===== src/rtl/fll_tune_pkg.sv =====
package fll_tune_pkg;

  // strobes from the control to the datapath
  typedef struct packed {
    logic capture;    // latch counter, refresh previous capture and interval
    logic primeOnly;  // this capture is the first one after reset
    logic stepUp;     // increment the tuning word
    logic stepDown;   // decrement the tuning word
  } fllStrobe_t;

endpackage


===== src/rtl/fll_ref_sync.sv =====
module fll_ref_sync #(
  parameter int unsigned STAGES = 2
) (
  input  logic clk,
  input  logic rst_n,
  input  logic refClk,
  output logic refRise
);
  logic [STAGES-1:0] chain;
  logic              refDly;

  for (genvar i = 0; i < STAGES; i++) begin : g_stage
    if (i == 0) begin : g_first
      always_ff @(posedge clk or negedge rst_n) begin
        if (!rst_n) chain[0] <= 1'b0;
        else        chain[0] <= refClk;
      end
    end else begin : g_next
      always_ff @(posedge clk or negedge rst_n) begin
        if (!rst_n) chain[i] <= 1'b0;
        else        chain[i] <= chain[i-1];
      end
    end
  end

  always_ff @(posedge clk or negedge rst_n) begin
    if (!rst_n) refDly <= 1'b0;
    else        refDly <= chain[STAGES-1];
  end

  assign refRise = chain[STAGES-1] & ~refDly;
endmodule


===== src/rtl/fll_ctrl.sv =====
module fll_ctrl
  import fll_tune_pkg::*;
#(
  parameter int unsigned SYNC_STAGES = 2
) (
  input  logic       clk,
  input  logic       rst_n,
  input  logic       refClk,
  input  logic       cmpLess,
  input  logic       cmpMore,
  output fllStrobe_t stb
);
  logic refRise;
  logic primed;
  logic evalPend;

  fll_ref_sync #(.STAGES(SYNC_STAGES)) sync_i (
    .clk    (clk),
    .rst_n  (rst_n),
    .refClk (refClk),
    .refRise(refRise)
  );

  always_ff @(posedge clk or negedge rst_n) begin
    if (!rst_n) begin
      primed   <= 1'b0;
      evalPend <= 1'b0;
    end else begin
      evalPend <= refRise & primed;
      if (refRise) primed <= 1'b1;
    end
  end

  always_comb begin
    stb.capture   = refRise;
    stb.primeOnly = refRise & ~primed;
    stb.stepUp    = evalPend & cmpLess;
    stb.stepDown  = evalPend & cmpMore;
  end
endmodule


===== src/rtl/fll_datapath.sv =====
module fll_datapath
  import fll_tune_pkg::*;
#(
  parameter int unsigned CNT_W     = 16,
  parameter int unsigned FINE_W    = 8,
  parameter int unsigned RANGE_W   = 3,
  parameter int unsigned FINE_RST  = 96,
  parameter int unsigned RANGE_RST = 4
) (
  input  logic               clk,
  input  logic               rst_n,
  input  fllStrobe_t         stb,
  input  logic [CNT_W-1:0]   targetCount,
  output logic               cmpLess,
  output logic               cmpMore,
  output logic [FINE_W-1:0]  fineWord,
  output logic [RANGE_W-1:0] rangeSel
);
  localparam logic [FINE_W-1:0]  FINE_MAX  = {FINE_W{1'b1}};
  localparam logic [FINE_W-1:0]  FINE_ONE  = FINE_W'(1);
  localparam logic [RANGE_W-1:0] RANGE_MAX = {RANGE_W{1'b1}};

  logic [CNT_W-1:0] freeCnt;
  logic [CNT_W-1:0] prevCap;
  logic [CNT_W-1:0] interval;

  // measurement: free-running counter, captures are differenced
  always_ff @(posedge clk or negedge rst_n) begin
    if (!rst_n) begin
      freeCnt  <= '0;
      prevCap  <= '0;
      interval <= '0;
    end else begin
      freeCnt <= freeCnt + CNT_W'(1);
      if (stb.capture) begin
        prevCap  <= freeCnt;
        interval <= freeCnt - prevCap;
      end
    end
  end

  assign cmpLess = interval < targetCount;
  assign cmpMore = interval > targetCount;

  // tuning word: fine cascades into a saturating range
  always_ff @(posedge clk or negedge rst_n) begin
    if (!rst_n) begin
      fineWord <= FINE_W'(FINE_RST);
      rangeSel <= RANGE_W'(RANGE_RST);
    end else if (stb.stepUp) begin
      fineWord <= fineWord + FINE_ONE;
      if (fineWord == FINE_MAX && rangeSel != RANGE_MAX)
        rangeSel <= rangeSel + RANGE_W'(1);
    end else if (stb.stepDown) begin
      fineWord <= fineWord - FINE_ONE;
      if (fineWord == FINE_ONE && rangeSel != '0)
        rangeSel <= rangeSel - RANGE_W'(1);
    end
  end
endmodule


===== src/rtl/fll_tuner.sv =====
module fll_tuner
  import fll_tune_pkg::*;
#(
  parameter int unsigned CNT_W       = 16,
  parameter int unsigned FINE_W      = 8,
  parameter int unsigned RANGE_W     = 3,
  parameter int unsigned SYNC_STAGES = 2,
  parameter int unsigned FINE_RST    = 96,
  parameter int unsigned RANGE_RST   = 4
) (
  input  logic               clk,
  input  logic               rst_n,
  input  logic               refClk,
  input  logic [CNT_W-1:0]   targetCount,
  output logic [FINE_W-1:0]  fineWord,
  output logic [RANGE_W-1:0] rangeSel
);
  fllStrobe_t ctlStb;
  logic       cmpLess;
  logic       cmpMore;

  fll_ctrl #(.SYNC_STAGES(SYNC_STAGES)) ctrl_i (
    .clk    (clk),
    .rst_n  (rst_n),
    .refClk (refClk),
    .cmpLess(cmpLess),
    .cmpMore(cmpMore),
    .stb    (ctlStb)
  );

  fll_datapath #(
    .CNT_W    (CNT_W),
    .FINE_W   (FINE_W),
    .RANGE_W  (RANGE_W),
    .FINE_RST (FINE_RST),
    .RANGE_RST(RANGE_RST)
  ) dp_i (
    .clk        (clk),
    .rst_n      (rst_n),
    .stb        (ctlStb),
    .targetCount(targetCount),
    .cmpLess    (cmpLess),
    .cmpMore    (cmpMore),
    .fineWord   (fineWord),
    .rangeSel   (rangeSel)
  );
endmodule


===== config.mk =====
export PLATFORM = sky130hd
export DESIGN_NAME = fll_tuner
export DESIGN_NICKNAME = d
export VERILOG_FILES = /design/src/rtl/fll_tune_pkg.sv /design/src/rtl/fll_ref_sync.sv /design/src/rtl/fll_ctrl.sv /design/src/rtl/fll_datapath.sv /design/src/rtl/fll_tuner.sv
export SDC_FILE = /design/constraint.sdc
export NUM_CORES = 1
export LEC_CHECK = 0
export BUFFER_PORTS_ARGS = -buffer_cell sky130_fd_sc_hd__clkbuf_2
export CAP_MARGIN = 20
export CORE_MARGIN = 2
export CORE_UTILIZATION = 55
export CTS_BUF_LIST = sky130_fd_sc_hd__clkbuf_8
export DETAILED_ROUTE_END_ITERATION = 12
export PLACE_DENSITY_LB_ADDON = 0.12
export SYNTH_ARGS = -nofsm -noshare
export SYNTH_HDL_FRONTEND = slang
export SYNTH_SLANG_ARGS = --single-unit

===== constraint.sdc =====
create_clock -name clk -period 7.05 [get_ports clk]
set_input_delay 1.0575 -clock clk [delete_from_list [all_inputs] [get_ports clk]]
set_output_delay 1.0575 -clock clk [all_outputs]
set_load 0.02 [all_outputs]

---- Word-level counts from Yosys, hierarchy flattened ----
Cells that the tools add are included.
storage, ports and cells
  register bits after elaboration ......... 64
  output and inout port bits .............. 11
  word-level logic and storage cells ...... 39
cells by class
  add/subtract/negate cells ............... 6
  order comparisons ....................... 2
  equality and inequality tests ........... 4
  mux-type cells .......................... 6
  bitwise logic cells ..................... 5
  reductions and logical operators ........ 6
operators with widths
  cell                                              count
  adder 16 x 1 -> 16 bit, second input constant     1
  greater-than comparator 16 bit                    1
  < comparator 16 bit                               1
  2-to-1 mux 8 bit                                  2
  subtractor 16 bit                                 1
  2-to-1 mux 3 bit                                  4
  adder 8 x 1 -> 8 bit, second input constant       1
  == test 8 x 1 -> 1 bit, second input constant     1
  == test 8 bit, second input constant              1
  subtractor 8 x 1 -> 8 bit, second input constant  1
  AND 1 bit                                         4
  nonzero test 2 bit                                2
  adder 3 x 1 -> 3 bit, second input constant       1
  != test 3 bit, second input constant              1
  AND reduction 3 bit                               1
  nonzero test 3 bit                                1
  subtractor 3 x 1 -> 3 bit, second input constant  1
  logical AND 1 bit                                 2
  != test 2 x 1 -> 1 bit, second input constant     1
  NOT 1 bit                                         1

---- Longest topological paths before layout ----
Gate-level depths: netlist (run 1).
  depth after elaboration ................. 5
  gate-level depth with buffers ........... 12
  mapped depth without buffers ............ 11

---- By module ----
A second synthesis (run 1) with hierarchy kept.
second synthesis, totals
  cell total of the unflattened synthesis .. 383
  area, all modules ....................... 3806.2 um^2
by module, submodules not included
  module        times used  cells each  area an instance (um^2)  seq. area each (um^2)
  fll_datapath  1           371         3624.7                   1480.2
  fll_ctrl      1           8           92.6                     50.0
  fll_ref_sync  1           4           88.8                     75.1

---- Worst setup path before layout (run 1) ----
No wires, ideal clock.
  path type ............................... input -> register
  start ................................... input targetCount[15]
  end ..................................... register dp_i.rangeSel[2]
  setup time .............................. 0.075 ns
  arrival time ............................ 3.092 ns
  setup slack ............................. 3.883 ns
  stages on the path ...................... 11
  buffers on the path ..................... 1
  cells stage by stage .................... inv_1 > ha_1 > nand4_2 > a2111o_1 > nand4_1 > buf_6 > inv_1 > fa_1 > and3_1 > mux2i_1 > xnor2_1
between the ends
  longest elaborated chain between the ends .. 4
  elaborated cells between the ends (all ways) .. 9
  classes of those cells .................. 2 x order compare; 1 x eq/ne; 1 x mux; 2 x bitwise; 3 x reduce/logical
RTL lines
  element                                                                 RTL line                                source
  start, declared                                                         fll_tuner.sv:14                         input logic [CNT_W-1:0] targetCount,
  < comparator 16 bit or greater-than comparator 16 bit (tied branches)   fll_datapath.sv:42, fll_datapath.sv:43
  AND 1 bit (on tied branches)                                            fll_ctrl.sv:37, fll_ctrl.sv:38
  != test 2 x 1 -> 1 bit (no line) or nonzero test 2 bit (tied branches)  --
  AND reduction 3 bit (no line)                                           --
  end signal, assigned                                                    fll_datapath.sv:49                      rangeSel <= RANGE_W'(RANGE_RST);
  end signal, assigned                                                    fll_datapath.sv:53                      rangeSel <= rangeSel + RANGE_W'(1);
  end signal, assigned                                                    fll_datapath.sv:57                      rangeSel <= rangeSel - RANGE_W'(1);
  end, declared                                                           fll_datapath.sv:17                      output logic [RANGE_W-1:0] rangeSel
Parallel ways exist; a longest one is shown, timed or not.
A chain may end at the register's enable or synchronous reset.

---- Worst setup path in the final report (run 1) ----
Same ends and word-level chain as after synthesis.

==> impl_metrics.tcl, run 1 <==
set metrics [dict create \
    outcome "complete, no violations" \
    final_common_cell "dfrtp_1" \
    p_comb_share_pct 24.9 \
    core_um2 6830 \
    worst-path-buf-inv 3 \
    worstPathCellList "clkbuf_2 > inv_1 > ha_1 > nand4_2 > a2111o_1 > nand4_1 > inv_1 > fa_1 > and3_1 > mux2i_1 > xnor2_1" \
    netlist_instances 408 \
    yosysSeqAreaShare_pct 41.3 \
    ir_drop_mv 0.119 \
    via_per_inst 5.37 \
    fp.dieW_um 88.0 \
    drtPass1Iterations 5 \
    hold_viol 0 \
    grt_usage_pct 21.4 \
    grt_max_degree 65 \
    clkTransAtPathRegs_ps 70 \
    place_congestion 0.833 \
    synthFlopType "dfrtp_1" \
    setup_viol 0 \
    finalCritPeriodShare_pct 48.5 \
    power_density_nw_per_um2 249 \
    maxCapViolations 0 \
    p_leak_nw 2.17 \
    period_needed_ps 3420 \
    r2r_cells 9 \
    wl_per_cell_um 13.6 \
    yosysUniqueCellTypes 56 \
    tritoncts "yes" \
    dp_hpwl_um 5460 \
    initial_utilization_pct 56.8 \
    startpoint "targetCount[15]" \
    cts_resized 0 \
    core.rowCount 30 \
    rsz0062_at_grt "no" \
    power.internal_mw 0.735 \
    preCtsSetupSlack_ps 3270 \
    wl_um 7380 \
    slew-limit-headroom_pct 46.9 \
    criticalPathCategory "input port to flop" \
    crit_fanout 12 \
    clkPwrFrac_pct 30.7 \
    synthToLayoutAreaGrowth_pct 12.4 \
    cpMostUsedCell "inv_1" \
    crit_family "simple AND/OR/NAND/NOR gates" \
    overflow 0 \
    synth_edf_count 0 \
    antenna_found_initial 0 \
    die_h_um 88.0 \
    num_vias 2909 \
    switching_share_pct 32.5 \
    hold_buffers 0 \
    grt_pass1_wl_um 12900 \
    ant_nets 0 \
    final_cell_mix "61 x dfrtp_1, 55 x nand2_1, 43 x inv_1" \
    grt_pass1_vias 2902 \
    drive_gt1_share_pct 13.5 \
    rr_endpoint "dp_i.rangeSel[2]" \
    clock_tree.buffer_depth 2 \
    hold_path_class "flop to flop" \
    nNetsFinal 497 \
    cp-endpoint "dp_i.rangeSel[2]" \
    clock_latency_ps 340 \
    r2r_slack_ps 4050 \
    n_fill_cell 600 \
    drt-initial-drc-count 113 \
    port_buffers 29 \
    slowest_stage "nand4_1" \
    cts-root-buf "clkbuf_8" \
    cp.arrival_ps 3690 \
    worst-slew-pin-transition_ps 797 \
    synth_fp_nets 464 \
    fmax_mhz 292 \
    dieArea_um2 7750 \
    seq_power_share_pct 44.4 \
    totalPowerFinal_mw 1.09 \
    worst_slack_ps 3630 \
    cts_inserted_buffers 9 \
    worstPathRequired_ps 7320 \
    setup_tns_ps 0 \
    ys_seq_elements 64 \
    crit_cells 11 \
    synthArstFlopShare_pct 100 \
    crit_path_max_incr_delay_ps 530 \
    h-tree-depth 3 \
    ios 30 \
    endpoint_kind "flop" \
    netlist_area_um2 3880 \
    worst_setup_path_start_kind "input port" \
    report.final.slew_viol_count 0 \
    syn_area_per_cell_um2 9.52 \
    skew_ps 8.23 \
    ys.warnings.count 0 \
    drc_errors 0 \
    power_switching_mw 0.353 \
    n_antenna_cell 0 \
    clock_sinks 64 \
    r2r-start "dp_i.interval[15]" \
    cts_setup_buffers 0 \
]
[per-layer routing]
layer,global-route usage (%),vias up,share of wire [%]
met3,4.62,14,3.4
met1,26.8,1361,48
li1,-,1481,-
met5,0,-,0
met4,8.82,0,1.9
met2,36.0,53,46
[worst min path at each step]
stage                                      start                      to  slack (ps)  depth (start not counted)
final                     ctrl_i.sync_i.chain[0]  ctrl_i.sync_i.chain[1]         370                          0
after floorplan           ctrl_i.sync_i.chain[0]  ctrl_i.sync_i.chain[1]         330                          0
after detailed placement  ctrl_i.sync_i.chain[0]  ctrl_i.sync_i.chain[1]         360                          0
after CTS                 ctrl_i.sync_i.chain[0]  ctrl_i.sync_i.chain[1]         370                          0
after global placement    ctrl_i.sync_i.chain[0]  ctrl_i.sync_i.chain[1]         350                          0
after global routing      ctrl_i.sync_i.chain[0]  ctrl_i.sync_i.chain[1]         390                          0
[metrics by stage]
step                      cells  utilization [%]  hold slack, ps  area (um^2)
final                       542             63.9             374         4370
after floorplan             408                -             331         3880
after detailed placement    525             60.3             359         4120
after global placement      525             60.3             353         4120
after CTS                   541             63.5             375         4340
after global routing        542             63.9             387         4370
[cells in the mapped netlist (2+ instances only)]
cell / instances / share of area [%]
o21ai_0: 28 / 3.6
clkbuf_1: 9 / 0.87
inv_1: 42 / 4.1
a211oi_1: 4 / 0.77
dfrtp_1: 61 / 39
o21a_1: 6 / 1.2
o21ai_1: 7 / 0.90
nand2b_1: 4 / 0.64
fa_1: 2 / 1.0
nand3_1: 14 / 1.8
nand4_1: 8 / 1.3
nor3_1: 6 / 0.77
and2_1: 4 / 0.64
o211ai_1: 2 / 0.39
xnor2_1: 15 / 3.4
a21oi_1: 15 / 1.9
nand3b_1: 3 / 0.58
and3_1: 10 / 1.6
mux2i_1: 11 / 2.8
nor2_1: 11 / 1.1
nand2_1: 55 / 5.3
nor2b_1: 4 / 0.64
ha_1: 35 / 11
xor2_1: 16 / 3.6
o31ai_1: 2 / 0.39
dfstp_2: 3 / 2.0
nor4_1: 2 / 0.32
[power groups by stage]
stage | sequential [mW] | combinational (mW) | clock [mW]
after global placement | 0.487 | 0.261 | 0
final | 0.484 | 0.271 | 0.334
after floorplan | 0.509 | 0.161 | 0
after global routing | 0.492 | 0.305 | 0.363
after CTS | 0.483 | 0.272 | 0.345
after detailed placement | 0.490 | 0.270 | 0
[state kept, by name, indices dropped and copies added (netlist names)]
name,count
ctrl_i.evalPend,1
ctrl_i.primed,1
ctrl_i.sync_i.chain,2
ctrl_i.sync_i.refDly,1
dp_i.fineWord,8
dp_i.freeCnt,16
dp_i.interval,16
dp_i.prevCap,16
dp_i.rangeSel,3
[cell families (layout without fill, tap and decap cells)]
| kind of cell | count (synthesis) | in the layout | synth area share [%] |
|---|---|---|---|
| AO/OA/AOI/OAI | 81 | 81 | 13.7 |
| multiplexers | 11 | 11 | 2.84 |
| buffers and inverters | 52 | 90 | 5.22 |
| AND/OR/NAND/NOR | 132 | 132 | 17.6 |
| flip-flops | 64 | 64 | 41.3 |
| adder cells (fa/ha/maj) | 37 | 37 | 12.3 |
| XOR/XNOR | 31 | 31 | 6.99 |
[final cells by class]
type                    instances  area, um^2  area share [%]
multi-input cells             292        2080            47.6
flip-flops and latches         64        1610            36.8
repair buffers                 32         188            4.30
clock buffers                  13         179            4.10
inverters                      42         158            3.61
well taps                      96         120            2.75
clock inverters                 3        38.8           0.889
No activity file was read; power rests on OpenSTA's default activity.
==> run 2: changes to the inputs <==
clock period = 3.6 ns   (was 7.05 ns; I/O delays follow)
==> run 2 against run 1 <==
Die area unchanged; first-iteration DRC count down 30%; combinational power up 94%; cell count increased by 0.18%; flip-flop and latch count stayed put; largest power group unchanged; clock skew down 3.6 ps; critical path depth decreased by 2; final area decreased by 0.69%; via count is 0.83% lower; register-to-register slack worse by 2900 ps.
==> impl_metrics.tcl, run 2 (synthesized netlist as in run 1, its figures left out) <==
set metrics [dict create \
    outcome "complete, no violations" \
    clkTransAtPathRegs_ps 70 \
    multi_input_comb_area_um2 2080 \
    power_switching_mw 0.681 \
    via_per_inst 5.31 \
    fp.dieW_um 88.0 \
    clock_latency_ps 320 \
    cts_resized 0 \
    clkPwrFrac_pct 27.1 \
    hold_buffers 0 \
    min_from "refClk" \
    switching_share_pct 33.6 \
    p_leak_nw 2.16 \
    wl_um 7290 \
    dp_cells 526 \
    setup_viol 0 \
    worstPathRequired_ps 3850 \
    grt_usage_pct 20.9 \
    power_density_nw_per_um2 468 \
    holdPathEnd "ctrl_i.sync_i.chain[0]" \
    p_comb_share_pct 26.0 \
    tritoncts "yes" \
    report.final.slew_viol_count 0 \
    synthToLayoutAreaGrowth_pct 11.7 \
    nNetsFinal 498 \
    power.internal_mw 1.35 \
    drtPass1Iterations 4 \
    dp_hpwl_um 5430 \
    r2r_cells 9 \
    endpoint_kind "flop" \
    ir_drop_mv 0.217 \
    hold_viol 0 \
    n_antenna_cell 0 \
    overflow 0 \
    initial_utilization_pct 56.8 \
    clock_tree.buffer_depth 2 \
    hold_path_class "input port to flop" \
    antenna_found_initial 0 \
    finalNonFillerCells 543 \
    period_needed_ps 2410 \
    worst-slew-pin-transition_ps 795 \
    rsz0062_at_grt "no" \
    cts_inserted_buffers 9 \
    slew-limit-headroom_pct 47.0 \
    timing.hold.ws_ps 320 \
    ant_nets 0 \
    worst_slack_ps 1190 \
    worst_setup_path_start_kind "flop" \
    grt_pass1_wl_um 12700 \
    crit_fanout 4 \
    n_fill_cell 599 \
    maxCapViolations 0 \
    grt_max_degree 65 \
    final_cell_mix "61 x dfrtp_1, 55 x nand2_1, 46 x inv_1" \
    wl_per_cell_um 13.4 \
    drive_gt1_share_pct 13.0 \
    reg_top3 "dp_i.freeCnt (16), dp_i.interval (16), dp_i.prevCap (16)" \
    r2r_slack_ps 1190 \
    num_vias 2885 \
    core_um2 6830 \
    r2r-start "dp_i.interval[15]" \
    grt_pass1_vias 2929 \
    finalCritPeriodShare_pct 66.9 \
    regArea_um2 1610 \
    setup_tns_ps 0 \
    die_h_um 88.0 \
    cts-root-buf "clkbuf_8" \
    seq_power_share_pct 47.0 \
    cts_setup_buffers 0 \
    min_path_cells 1 \
    clock_sinks 64 \
    rr_endpoint "dp_i.rangeSel[2]" \
    cp.arrival_ps 2660 \
    core.rowCount 30 \
    drt-initial-drc-count 79 \
    skew_ps 4.64 \
    ios 30 \
    h-tree-depth 3 \
    fmax_mhz 415 \
    dieArea_um2 7750 \
    preCtsSetupSlack_ps 928 \
    port_buffers 29 \
    place_congestion 0.837 \
    criticalPathCategory "flop to flop" \
    totalPowerFinal_mw 2.03 \
    final_common_cell "dfrtp_1" \
    drc_errors 0 \
]
[run 2: metal layers]
layer | GRT usage [%] | wire, um | up-vias
li1 | - | - | 1477
met1 | 26.4 | 3520 | 1366
met2 | 35.9 | 3530 | 35
met3 | 4.52 | 151 | 7
met4 | 6.75 | 82 | 0
met5 | 0 | 0 | -
[run 2: layout make-up]
type / count / area share [%]
sequential: 64 / 37.0
timing repair buffer: 33 / 4.50
multi-input combinational: 292 / 47.9
tap: 96 / 2.77
inverter: 42 / 3.64
clock inverter: 4 / 0.346
clock buffer: 12 / 3.81
[run 2: power by group through the flow]
| stage | Sequential [mW] | Clock, mW | Combinational (mW) |
|---|---|---|---|
| 4_1_cts | 0.951 | 0.560 | 0.528 |
| 5_1_grt | 0.965 | 0.596 | 0.601 |
| 6_report | 0.952 | 0.548 | 0.527 |
| 3_3_place_gp | 0.956 | 0 | 0.513 |
| 3_5_place_dp | 0.965 | 0 | 0.526 |
| 2_1_floorplan | 0.997 | 0 | 0.316 |
[run 2: how the worst max path moves through the flow]
stage / slack (ps) / from / cells past startpoint / endpoint
floorplan: 950 / targetCount[15] / 11 / dp_i.rangeSel[2]
global placement: 970 / targetCount[15] / 11 / dp_i.rangeSel[2]
detailed placement: 930 / targetCount[15] / 11 / dp_i.rangeSel[2]
CTS: 1180 / dp_i.interval[15] / 9 / dp_i.rangeSel[2]
global route: 1030 / dp_i.interval[15] / 9 / dp_i.rangeSel[2]
finish: 1190 / dp_i.interval[15] / 9 / dp_i.rangeSel[2]
[run 2: worst max-delay path: stages, from the launching register on]
cell      delay [ps]
dfrtp_1          390
ha_1             330
nand4_2          180
a2111o_1         440
nand4_1          120
inv_1             60
fa_1             370
and3_1           150
mux2i_1          160
xnor2_1          140
[run 2: through the flow]
stage	cell area [um^2]	util, %
after detailed placement	4130	60.4
after global routing	4340	63.5
final	4340	63.5
after CTS	4310	63.1
after floorplan	3880	-
after global placement	4130	60.4
